<file path="src/rtl/pci_par_pkg.sv">
package pci_par_pkg;

  typedef enum logic [0:0] {
    CH_ADDR = 1'b0,
    CH_DATA = 1'b1
  } par_ch_e;

  localparam int unsigned NUM_CH = 2;

  typedef struct packed {
    logic valid;
    logic expect_par;
  } par_stage_t;

endpackage

</file>
<file path="src/rtl/pci_par_phase_qual.sv">
module pci_par_phase_qual
  import pci_par_pkg::*;
(
  input  logic              clk,
  input  logic              rst_n,
  input  logic              frame_n,
  input  logic              irdy_n,
  input  logic              trdy_n,
  input  logic              role_init,
  input  logic              role_read,
  output logic [NUM_CH-1:0] qual
);

  logic frame_seen_q;
  logic frame_seen_d;

  always_comb begin
    frame_seen_d = !frame_n;
  end

  always_ff @(posedge clk or negedge rst_n) begin
    if (!rst_n) frame_seen_q <= 1'b0;
    else        frame_seen_q <= frame_seen_d;
  end

  always_comb begin
    qual = '0;
    // address: first clock of framing, only when another agent drives it
    qual[int'(CH_ADDR)] = !frame_n && !frame_seen_q && !role_init;
    // data: completed phase that this agent receives
    qual[int'(CH_DATA)] = !irdy_n && !trdy_n && (role_read == role_init);
  end


  addr_once_chk: assert property (@(posedge clk) disable iff (!rst_n)
    qual[int'(CH_ADDR)] |=> !qual[int'(CH_ADDR)])
    else $error("address qualifier held for two clocks");

endmodule

</file>
<file path="src/rtl/pci_par_lane.sv">
module pci_par_lane
  import pci_par_pkg::*;
#(
  parameter int unsigned WORD_W = 36
) (
  input  logic              clk,
  input  logic              rst_n,
  input  logic              qual,
  input  logic [WORD_W-1:0] word,
  input  logic              par_in,
  output logic              err
);

  par_stage_t stage_q;
  par_stage_t stage_d;
  logic       err_q;
  logic       err_d;
  logic       stage_valid;
  logic       stage_expect;

  always_comb begin
    stage_d.valid      = qual;
    stage_d.expect_par = qual ? ^word : stage_q.expect_par;
    err_d              = stage_q.valid && (par_in != stage_q.expect_par);
  end

  always_ff @(posedge clk or negedge rst_n) begin
    if (!rst_n) begin
      stage_q <= '0;
      err_q   <= 1'b0;
    end else begin
      stage_q <= stage_d;
      err_q   <= err_d;
    end
  end

  assign err          = err_q;
  assign stage_valid  = stage_q.valid;
  assign stage_expect = stage_q.expect_par;


  err_timing_chk: assert property (@(posedge clk) disable iff (!rst_n)
    stage_valid |=> (err_q == ($past(par_in) ^ $past(stage_expect))))
    else $error("parity compare result wrong");


  err_cause_chk: assert property (@(posedge clk) disable iff (!rst_n)
    err_q |-> $past(stage_valid))
    else $error("error without a captured phase");

endmodule

</file>
<file path="src/rtl/pci_par_drive.sv">
module pci_par_drive #(
  parameter int unsigned WORD_W = 36
) (
  input  logic              clk,
  input  logic              rst_n,
  input  logic              gnt_n,
  input  logic              frame_n,
  input  logic              irdy_n,
  input  logic              drv_req,
  input  logic [WORD_W-1:0] drv_word,
  output logic              ad_oe,
  output logic              par_out,
  output logic              par_oe
);

  logic park;
  logic par_q, par_d;
  logic oe_q, oe_d;
  logic armed_q, armed_d;

  always_comb begin
    park    = !gnt_n && frame_n && irdy_n;
    ad_oe   = drv_req || park;
    par_d   = ad_oe ? ^drv_word : par_q;
    oe_d    = ad_oe;
    armed_d = 1'b1;
  end

  always_ff @(posedge clk or negedge rst_n) begin
    if (!rst_n) begin
      par_q   <= 1'b0;
      oe_q    <= 1'b0;
      armed_q <= 1'b0;
    end else begin
      par_q   <= par_d;
      oe_q    <= oe_d;
      armed_q <= armed_d;
    end
  end

  assign par_out = par_q;
  assign par_oe  = oe_q;


  par_on_chk: assert property (@(posedge clk) disable iff (!rst_n)
    (ad_oe && !par_oe) |=> par_oe)
    else $error("parity enable did not follow");


  par_hold_chk: assert property (@(posedge clk) disable iff (!rst_n || !armed_q)
    $fell(ad_oe) |-> par_oe)
    else $error("parity enable dropped with pad enable");


  par_off_chk: assert property (@(posedge clk) disable iff (!rst_n || !armed_q)
    $fell(ad_oe) |=> !par_oe)
    else $error("parity enable stayed on too long");


  parity_even_chk: assert property (@(posedge clk) disable iff (!rst_n || !armed_q)
    par_oe |-> ((^{$past(drv_word), par_out}) == 1'b0))
    else $error("driven parity not even");

endmodule

</file>
<file path="src/rtl/pci_parity_unit.sv">
module pci_parity_unit
  import pci_par_pkg::*;
#(
  parameter int unsigned AD_W  = 32,
  parameter int unsigned CBE_W = 4
) (
  input  logic             clk,
  input  logic             rst_n,
  input  logic [AD_W-1:0]  bus_ad,
  input  logic [CBE_W-1:0] bus_cbe,
  input  logic             bus_par,
  input  logic             frame_n,
  input  logic             irdy_n,
  input  logic             trdy_n,
  input  logic             gnt_n,
  input  logic             role_init,
  input  logic             role_read,
  input  logic [AD_W-1:0]  drv_ad,
  input  logic [CBE_W-1:0] drv_cbe,
  input  logic             drv_req,
  output logic             ad_oe,
  output logic             par_out,
  output logic             par_oe,
  output logic             addr_par_err,
  output logic             data_par_err
);

  localparam int unsigned WORD_W = AD_W + CBE_W;

  logic [WORD_W-1:0] bus_word;
  logic [WORD_W-1:0] drv_word;
  logic [NUM_CH-1:0] qual;
  logic [NUM_CH-1:0] err_vec;

  assign bus_word = {bus_ad, bus_cbe};
  assign drv_word = {drv_ad, drv_cbe};

  pci_par_phase_qual u_qual (
    .clk       (clk),
    .rst_n     (rst_n),
    .frame_n   (frame_n),
    .irdy_n    (irdy_n),
    .trdy_n    (trdy_n),
    .role_init (role_init),
    .role_read (role_read),
    .qual      (qual)
  );

  for (genvar ch = 0; ch < NUM_CH; ch++) begin : g_lane
    pci_par_lane #(.WORD_W(WORD_W)) u_lane (
      .clk    (clk),
      .rst_n  (rst_n),
      .qual   (qual[ch]),
      .word   (bus_word),
      .par_in (bus_par),
      .err    (err_vec[ch])
    );
  end

  assign addr_par_err = err_vec[int'(CH_ADDR)];
  assign data_par_err = err_vec[int'(CH_DATA)];

  pci_par_drive #(.WORD_W(WORD_W)) u_drive (
    .clk      (clk),
    .rst_n    (rst_n),
    .gnt_n    (gnt_n),
    .frame_n  (frame_n),
    .irdy_n   (irdy_n),
    .drv_req  (drv_req),
    .drv_word (drv_word),
    .ad_oe    (ad_oe),
    .par_out  (par_out),
    .par_oe   (par_oe)
  );


  addr_pulse_chk: assert property (@(posedge clk) disable iff (!rst_n)
    addr_par_err |=> !addr_par_err)
    else $error("address error longer than one cycle");


  reset_quiet_chk: assert property (@(posedge clk)
    !rst_n |-> (!addr_par_err && !data_par_err && !par_oe))
    else $error("outputs active in reset");

endmodule

</file>
<file path="config.mk">
export PLATFORM = sky130hd
export DESIGN_NAME = pci_parity_unit
export DESIGN_NICKNAME = d
export VERILOG_FILES = /design/src/rtl/pci_par_pkg.sv /design/src/rtl/pci_par_phase_qual.sv /design/src/rtl/pci_par_lane.sv /design/src/rtl/pci_par_drive.sv /design/src/rtl/pci_parity_unit.sv
export SDC_FILE = /design/constraint.sdc
export NUM_CORES = 1
export LEC_CHECK = 0
export BUFFER_PORTS_ARGS = -buffer_cell sky130_fd_sc_hd__buf_2
export CAP_MARGIN = 15
export CELL_PAD_IN_SITES_DETAIL_PLACEMENT = 1
export CELL_PAD_IN_SITES_GLOBAL_PLACEMENT = 1
export CORE_MARGIN = 2
export CORE_UTILIZATION = 27
export CTS_CLUSTER_SIZE = 8
export DETAILED_ROUTE_END_ITERATION = 8
export PLACE_DENSITY = 0.9
export SLEW_MARGIN = 20
export SYNTH_ARGS = -nofsm -noshare
export SYNTH_HDL_FRONTEND = slang
export SYNTH_SLANG_ARGS = --single-unit
</file>
<file path="constraint.sdc">
create_clock -name clk -period 1.75 [get_ports clk]
set_clock_uncertainty 0.05 [all_clocks]
set_input_delay 0.2625 -clock clk [delete_from_list [all_inputs] [get_ports clk]]
set_output_delay 0.2625 -clock clk [all_outputs]
set_load 0.1 [all_outputs]
</file>
==> impl_metrics.tcl, run 1 <==
set metrics [dict create \
    status "finished clean" \
    grtUsageMet2_pct 22.61 \
    clkSinkCount 9 \
    synth_warnings 0 \
    rsz0062_at_grt "false" \
    p_leak_uw 0.0007007 \
    grt_overflow 0 \
    layout-drive-gt1-share_pct 49.73 \
    path_clk_slew_ns 0.06 \
    multiInputGateArea_um2 719.4 \
    ctsHtreeMaxLevel 1 \
    port_buffers 86 \
    ys_ff_latch 9 \
    cpMostUsedCell "xnor2_1" \
    cts_resized 0 \
    power_density_mw_per_mm2 875.8 \
    grt_max_degree 10 \
    maxSlewHeadroom_pct 67.43 \
    gp_congestion 0.6522 \
    reg2reg_depth 3 \
    syn_nets 174 \
    layout_setup_ws_ns 0.1575 \
    postRouteWirelength_um 2210 \
    setup.worst_path.end_class "flip-flop" \
    setup_viol 0 \
    numCtsBuffers 3 \
    maxSlewViolCount 0 \
    hold_depth 2 \
    drt-pass1-iter-count 3 \
    place_worst_setup_slack_ns -0.1072 \
    cts.hold.buffers_added 1 \
    tightest_slew_ns 0.4919 \
    cp.required_ns 1.84 \
    placed_area_mm2 0.001436 \
    hold_ws_ns 0.1277 \
    fillers 423 \
    grt_pass1_wl_um 3864 \
    postLayoutCellArea_mm2 0.001473 \
    max_freq_ghz 0.6279 \
    clockRootBuffer "clkbuf_4" \
    post-cts-setup-buffers 0 \
    syn_inst 92 \
    reg2reg_setup_slack_ns 0.77 \
    yosysTopAreaCell "xnor2_1" \
    initial_core_util_pct 28.31 \
    nNetsFinal 266 \
    register_area_um2 225.2 \
    synth_top_area_share_pct 54.70 \
    crit_path_start_kind "input pin" \
    fin_cells 229 \
    fin_crit_sh_pct 91.00 \
    synth_area_um2 944.7 \
    vias 930 \
    gr-usage-met3_pct 3.214 \
    fin_crit_ns 1.593 \
    use_met1_pct 12.29 \
    fp.dieW_um 63.15 \
    critPathArrivalTime_ns 1.69 \
    place_inst 224 \
    die_y_um 63.15 \
    grt_use_total_pct 11.86 \
    coreArea_mm2 0.003337 \
    clock_latency_ns 0.26 \
    path_class "input pin to flip-flop" \
    synth.distinct_cells 12 \
    wl_per_cell_um 9.651 \
    antenna_found_initial 0 \
    hold_class "input pin to flip-flop" \
    drv_cap 0 \
    cp_cell_sequence "buf_2 -> xnor2_1 -> xnor2_1 -> xnor2_1 -> xnor3_1 -> xnor2_1 -> mux2_4" \
    slowest_delay_ns 0.43 \
    antenna_left 0 \
    drt_iter0_markers 5 \
    synth.area.top_cells "xnor2_1 (55%), dfrtp_1 (24%), xor2_1 (9.3%), xnor3_1 (4.8%), mux2_4 (1.6%)" \
    vdd_ir_drop_max_v 0.0003452 \
    boundaryPins 87 \
    cts_buffer_depth 2 \
    cts_tree "done" \
    grt_pass1_vias 952 \
    diodes 0 \
    slowest_stage "xnor3_1" \
    area_delta_synth_final_pct 55.89 \
    num_rows 21 \
    drc 0 \
    finalHoldViolCount 0 \
    dieArea_mm2 0.003988 \
    syn-mean-instance-area_um2 10.27 \
    ys_seq_area_share_pct 23.84 \
    worst-path-max-fanout 1 \
    grt-busiest-layer "met2" \
    viasPerCell 4.061 \
    dp_hpwl_um 2073 \
]
## sequential cells by signal (all words and copies together), names as in the netlist
name	count
g_lane.u_lane.stage_valid	2
u_qual.frame_seen_q	1
g_lane.u_lane.stage_expect	2
u_drive.par_out	1
g_lane.u_lane.err	2
u_drive.par_oe	1
## cells in the final DEF (no fill, tap or decap)
cell type / instances
dlygate4sd3_1: 1
nor2_1: 2
o21bai_2: 1
nand2_1: 1
xnor3_1: 2
and2_1: 2
buf_2: 86
mux2_4: 1
nor3_1: 2
clkbuf_1: 1
a21oi_1: 2
clkbuf_4: 3
inv_1: 1
xnor2_1: 59
dfrtp_1: 9
xor2_1: 10
## critical path, delay by kind of cell
kind	cells	cell delay [ns]
XOR/XNOR	5	1.07
multiplexers	1	0.25
buffers and inverters	1	0.10
## synthesized netlist by cell type
cell type / n
a21oi_1: 2
and2_1: 2
dfrtp_1: 9
inv_1: 1
mux2_4: 1
nand2_1: 1
nor2_1: 2
nor3_1: 2
o21bai_1: 1
xnor2_1: 59
xnor3_1: 2
xor2_1: 10
## path summary, 6_finish.rpt
kind,start,endpoint
max,drv_ad[28],u_drive.par_out$_DFFE_PN0P_
min,frame_n,u_qual.frame_seen_q$_DFF_PN0_
max reg2reg,u_qual.frame_seen_q$_DFF_PN0_,g_lane[0].u_lane.stage_expect$_DFFE_PN0P_
min reg2reg,u_qual.frame_seen_q$_DFF_PN0_,g_lane[0].u_lane.stage_valid$_DFF_PN0_
max in group asynchronous,rst_n,g_lane[0].u_lane.stage_expect$_DFFE_PN0P_
min in group asynchronous,rst_n,u_qual.frame_seen_q$_DFF_PN0_
## final cells by class
type	instances	share of cell area, %
flip-flops and latches	9	15.29
multi-input cells	82	48.85
inverters	1	0.2549
repair buffers	87	29.91
clock buffers	4	1.784
well taps	46	3.908
## per-layer routing
layer | vias to the layer above | wire length [µm]
li1 | 465 | -
met1 | 403 | 772
met2 | 60 | 1135
met3 | 2 | 283
met4 | 0 | 19
met5 | - | 0
## kinds of logic after synthesis
family | after synthesis | share of synthesized area [%]
buffers and inverters | 1 | 0.3970
AND/OR/NAND/NOR | 7 | 3.576
XOR/XNOR | 71 | 68.74
AO/OA/AOI/OAI | 3 | 1.855
flip-flops | 9 | 23.84
multiplexers | 1 | 1.589
## per-stage QoR
step | total power [µW] | setup TNS, ns | utilization, %
detailed placement | 1145 | -0.2442 | 43.04
floorplan | 952.3 | 0 | -
global route | 1390 | 0 | 44.13
CTS | 1314 | 0 | 44.13
global placement | 1128 | -0.2286 | 43.04
finish | 1290 | 0 | 44.13
## power by group
group	leakage (µW)	total [µW]	switching, µW	internal (µW)
Sequential	0.000111	275	21.5	254
Clock	0.0000150	161	72.6	87.9
Combinational	0.000575	854	406	448
(Power assumes the default switching activity.)
==> run 2: changes to the inputs <==
--- a/config.mk
+++ b/config.mk
@@ -10,11 +10,12 @@
 export CELL_PAD_IN_SITES_DETAIL_PLACEMENT = 1
 export CELL_PAD_IN_SITES_GLOBAL_PLACEMENT = 1
 export CORE_MARGIN = 2
-export CORE_UTILIZATION = 27
+export CORE_UTILIZATION = 31
 export CTS_CLUSTER_SIZE = 8
 export DETAILED_ROUTE_END_ITERATION = 8
 export PLACE_DENSITY = 0.9
 export SLEW_MARGIN = 20
 export SYNTH_ARGS = -nofsm -noshare
 export SYNTH_HDL_FRONTEND = slang
+export SYNTH_HIERARCHICAL = 1
 export SYNTH_SLANG_ARGS = --single-unit
==> impl_metrics.tcl, run 2 <==
set metrics [dict create \
    status "finished clean" \
    synth_fa_ha_area_share_pct 0 \
    synth_warnings 6 \
    synth.area.top_cells "xnor2_1 (62%), dfrtp_1 (18%), xor2_1 (9.0%), xnor3_1 (5.4%), mux2_4 (1.2%)" \
    maxSlewViolCount 0 \
    synth-simple-area-share_pct 3.075 \
    synthTopCellsByCount "xnor2_1 (89), xor2_1 (13), dfrtp_1 (9)" \
    synth_compound_area_share_pct 1.389 \
    synth_enable_flop_cells 0 \
    fin_crit_ns 1.724 \
    tightest_slew_ns 0.4912 \
    fin_crit_sh_pct 98.53 \
    ys_seq_area_share_pct 17.86 \
    cts_buffer_depth 2 \
    synth_xor_area_share_pct 76.19 \
    crit_path_start_kind "input pin" \
    worst-path-max-fanout 1 \
    post-cts-setup-buffers 0 \
    grt_pass1_wl_um 4678 \
    die_y_um 67.79 \
    grt_pass1_vias 1168 \
    postLayoutCellArea_mm2 0.001822 \
    grt_use_total_pct 13.44 \
    drc 0 \
    syn_inst 126 \
    synthMostInstantiatedCell "xnor2_1" \
    final_common_cell "xnor2_1" \
    setup.worst_path.end_class "flip-flop" \
    num_rows 23 \
    cp.required_ns 1.81 \
    synth_ff_type "dfrtp_1" \
    synth.distinct_cells 13 \
    ctsHtreeMaxLevel 1 \
    power_density_mw_per_mm2 906.4 \
    layout-drive-gt1-share_pct 43.32 \
    initial_core_util_pct 31.76 \
    postRouteWirelength_um 3107 \
    grt_max_degree 10 \
    fillers 500 \
    area_delta_synth_final_pct 44.44 \
    synth_top_family_by_area "XOR/XNOR gates" \
    drv_cap 0 \
    synth_area_mm2 0.001261 \
    drt_iter0_markers 8 \
    clkSinkCount 9 \
    ys_ff_latch 9 \
    critPathArrivalTime_ns 1.79 \
    p_leak_uw 0.0008080 \
    port_buffers 86 \
    rsz0062_at_grt "false" \
    wl_per_cell_um 11.64 \
    antenna_found_initial 0 \
    post-route-util_pct 45.87 \
    setup_viol 0 \
    gp_congestion 0.6546 \
    viasPerCell 4.199 \
    nNetsFinal 300 \
    maxSlewHeadroom_pct 67.48 \
    yosysTopAreaCell "xnor2_1" \
    multiInputGateArea_mm2 0.001044 \
    fin_setup_tns_ns 0 \
    syn-mean-instance-area_um2 10.01 \
    placed_area_mm2 0.001758 \
    boundaryPins 87 \
    drt-pass1-iter-count 3 \
    yosys-mux-area-fraction_pct 1.190 \
    finalPower_uw 1651 \
    path_class "input pin to flip-flop" \
    dieArea_mm2 0.004595 \
    path_clk_slew_ns 0.05 \
    hold_class "input pin to flip-flop" \
    vias 1121 \
    antenna_left 0 \
    grt_overflow 0 \
    register_area_um2 225.2 \
    finalHoldViolCount 0 \
    async_flop_share_pct 100.0 \
    numCtsBuffers 3 \
    fp.dieW_um 67.79 \
    max_freq_ghz 0.5800 \
    final_cell_mix "xnor2_1 (88), buf_2 (86), xor2_1 (13)" \
    cts_tree "done" \
    syn_nets 208 \
    clock_latency_ns 0.23 \
    vdd_ir_drop_max_v 0.0002570 \
    dp_hpwl_um 2938 \
    synth_top_area_share_pct 61.81 \
    coreArea_mm2 0.003971 \
    clockRootBuffer "clkbuf_8" \
    diodes 0 \
]
==> run 2: cell types whose count changed in the layout (fill, tap and decap cells not counted) <==
| cell | change |
|---|---|
| clkinv_2 | +1 |
| clkbuf_4 | -3 |
| xnor3_1 | +1 |
| clkbuf_8 | +3 |
| nor3_1 | -1 |
| clkbuf_1 | -1 |
| xor2_1 | +3 |
| xnor2_2 | +1 |
| nor3_2 | +1 |
| xnor2_1 | +29 |
==> run 2: path summary, 6_finish.rpt <==
check                                                  startpoint  slack [ns]                                         to  cells past startpoint
setup / recovery                                        drv_ad[1]        0.03                u_drive/par_out$_DFFE_PN0P_                      7
hold / removal                                             trdy_n        0.15     g_lane[1].u_lane/stage_valid$_DFF_PN0_                      2
setup reg to reg                    u_qual/frame_seen_q$_DFF_PN0_        0.77  g_lane[0].u_lane/stage_expect$_DFFE_PN0P_                      3
hold reg to reg            g_lane[1].u_lane/stage_valid$_DFF_PN0_        0.40             g_lane[1].u_lane/err$_DFF_PN0_                      1
max in group asynchronous                                   rst_n        1.11              u_qual/frame_seen_q$_DFF_PN0_                      2
min in group asynchronous                                   rst_n        0.37     g_lane[0].u_lane/stage_valid$_DFF_PN0_                      2
==> run 2: layout make-up <==
cell class | instances | share of cell area [%]
inverters | 1 | 0.2060
clock buffers | 3 | 2.266
well taps | 50 | 3.434
repair buffers | 87 | 24.18
flip-flops and latches | 9 | 12.36
multi-input cells | 116 | 57.28
clock inverters | 1 | 0.2747
==> run 2: routing by layer <==
metal  global-route usage, %  part of all wire (%)  wire length (µm)  vias up
met2                   29.53                    65              2033       26
met3                   1.000                   3.6               111        2
li1                        -                     -                 -      568
met1                   12.73                    31               953      525
met4                   3.750                  0.26                 8        0
met5                       0                     0                 0        -
==> run 2: cells by family after synthesis <==
group                  after synthesis
flip-flops                           9
XOR/XNOR                           105
multiplexers                         1
buffers and inverters                1
AND/OR/NAND/NOR                      7
AO/OA/AOI/OAI                        3
==> run 2: per-stage QoR <==
stage               setup WS (ns)  std cells  hold WS (ns)
global placement         -0.06749        262       0.06560
floorplan                 0.05079        126      -0.08309
detailed placement        -0.2002        262       0.07018
CTS                       0.04353        267        0.1477
global route              0.02203        267        0.1507
finish                    0.02581        267        0.1546
==> run 2: power breakdown <==
part           leakage, µW  internal (µW)  total (µW)  switching (µW)
Combinational     0.000671            603        1130             531
Clock            0.0000255            155         238            83.1
Sequential        0.000111            255         280            25.0
==> run 2: critical path: stages <==
cell	delay, ns
buf_2	0.10
xnor2_1	0.23
xnor2_1	0.19
xnor2_1	0.19
xnor3_1	0.38
xnor2_1	0.16
mux2_4	0.27
==> run 2: repair_timing <==
item,4_1_cts,5_1_grt
hold buffers,1,0
setup endpoints to repair,0,1
hold endpoints to repair,9,0
gates resized for setup,0,1
==> run 3: changes to the inputs <==
--- a/config.mk
+++ b/config.mk
@@ -7,10 +7,10 @@
 export LEC_CHECK = 0
 export BUFFER_PORTS_ARGS = -buffer_cell sky130_fd_sc_hd__buf_2
 export CAP_MARGIN = 15
-export CELL_PAD_IN_SITES_DETAIL_PLACEMENT = 1
-export CELL_PAD_IN_SITES_GLOBAL_PLACEMENT = 1
+export CELL_PAD_IN_SITES_DETAIL_PLACEMENT = 2
+export CELL_PAD_IN_SITES_GLOBAL_PLACEMENT = 2
 export CORE_MARGIN = 2
-export CORE_UTILIZATION = 31
+export CORE_UTILIZATION = 24
 export CTS_CLUSTER_SIZE = 8
 export DETAILED_ROUTE_END_ITERATION = 8
 export PLACE_DENSITY = 0.9
==> impl_metrics.tcl, run 3 (same netlist as run 2, synthesis figures left out) <==
set metrics [dict create \
    status "finished clean" \
    maxSlewHeadroom_pct 67.16 \
    cts_buffer_depth 2 \
    critPathArrivalTime_ns 1.66 \
    fp.dieW_um 76.49 \
    wl_per_cell_um 11.69 \
    diodes 0 \
    numCtsBuffers 3 \
    port_buffers 86 \
    cts_resized 0 \
    dieArea_mm2 0.005851 \
    clock_latency_ns 0.23 \
    grt_pass1_wl_um 5637 \
    antenna_found_initial 0 \
    vias 1135 \
    nNetsFinal 300 \
    hold_ws_ns 0.1559 \
    final_cell_mix "xnor2_1 (89), buf_2 (86), xor2_1 (13)" \
    setup.worst_path.end_class "flip-flop" \
    grt_max_degree 10 \
    max_freq_ghz 0.6240 \
    crit_start "drv_ad[28]" \
    gp_congestion 0.6910 \
    hold_depth 2 \
    final_common_cell "xnor2_1" \
    initial_core_util_pct 24.85 \
    crit_path_start_kind "input pin" \
    fin_setup_tns_ns 0 \
    worst-path-max-fanout 1 \
    coreArea_mm2 0.005075 \
    cts_tree "done" \
    cp.required_ns 1.81 \
    reg2reg_depth 3 \
    postRouteWirelength_um 3355 \
    power_density_mw_per_mm2 889.7 \
    tightest_slew_ns 0.4960 \
    dp_hpwl_um 3259 \
    rsz0062_at_grt "false" \
    path_clk_slew_ns 0.04 \
    boundaryPins 87 \
    fin_crit_ns 1.603 \
    grt_overflow 0 \
    drv_cap 0 \
    path_class "input pin to flip-flop" \
    hold_class "input pin to flip-flop" \
    area_delta_synth_final_pct 45.73 \
    antenna_left 0 \
    layout-drive-gt1-share_pct 42.40 \
    viasPerCell 3.955 \
    finalHoldViolCount 0 \
    p_leak_uw 0.0007996 \
    clockRootBuffer "clkbuf_8" \
    min_from "frame_n" \
    clkSinkCount 9 \
    num_rows 26 \
    ctsHtreeMaxLevel 1 \
    grt_pass1_vias 1283 \
    drc 0 \
    drt-pass1-iter-count 2 \
    die_y_um 76.49 \
    r2r-start "u_qual/frame_seen_q$_DFF_PN0_" \
    setup_viol 0 \
    grt_use_total_pct 11.92 \
    vdd_ir_drop_max_v 0.0003207 \
    fin_crit_sh_pct 91.58 \
    maxSlewViolCount 0 \
    drt_iter0_markers 4 \
]
run 3: through the flow:
step                      cells  worst slack [ns]  total power, µW  util (%)  area, µm²
after floorplan             126           0.05079             1165         -       1265
after global placement      282          -0.07201             1390     35.13       1783
after detailed placement    282           -0.1073             1423     35.13       1783
after CTS                   287            0.1336             1673     36.22       1838
after global routing        287           0.02152             1768     36.22       1838
final                       287            0.1474             1635     36.22       1838
run 3: power by group:
group	leakage [µW]	internal [µW]	switching [µW]	total, µW
clock network	0.0000228	158	76.0	234
registers	0.000111	255	26.9	282
logic	0.000666	601	518	1120
run 3: path summary, 6_finish.rpt:
check | to | slack, ns
hold / removal | u_qual/frame_seen_q$_DFF_PN0_ | 0.16
setup reg to reg | g_lane[0].u_lane/stage_expect$_DFFE_PN0P_ | 0.77
max in group asynchronous | g_lane[0].u_lane/stage_expect$_DFFE_PN0P_ | 1.10
setup / recovery | u_drive/par_out$_DFFE_PN0P_ | 0.15
min in group asynchronous | g_lane[1].u_lane/err$_DFF_PN0_ | 0.38
hold reg to reg | g_lane[0].u_lane/err$_DFF_PN0_ | 0.40
run 3: cell type report:
type / count / area (µm²)
clock buffers: 4 / 45.04
fillers: 610 / 3237
inverters: 1 / 3.754
multi-input cells: 116 / 1036
flip-flops and latches: 9 / 225.2
well taps: 70 / 87.58
repair buffers: 87 / 440.4
run 3: per-layer routing:
metal / track usage [%] / wire length (µm) / vias up / share of wire, %
met2: 25.93 / 2193 / 26 / 65
li1: - / - / 568 / -
met5: 0 / 0 / - / 0
met1: 11.49 / 1023 / 537 / 30
met3: 1.659 / 108 / 4 / 3.2
met4: 2.364 / 30 / 0 / 0.89
run 3: worst max-delay path, stage by stage:
cell and delay [ns]:
buf_2 0.11, xnor2_1 0.18, xnor2_1 0.16, xnor2_1 0.14, xnor3_1 0.42, xnor2_1 0.14
mux2_4 0.25
run 3: repair_timing:
| action | 4_1_cts | 5_1_grt |
|---|---|---|
| buffers inserted | 0 | 0 |
| endpoints found under the hold margin | 9 | 0 |
| hold buffers | 1 | 0 |
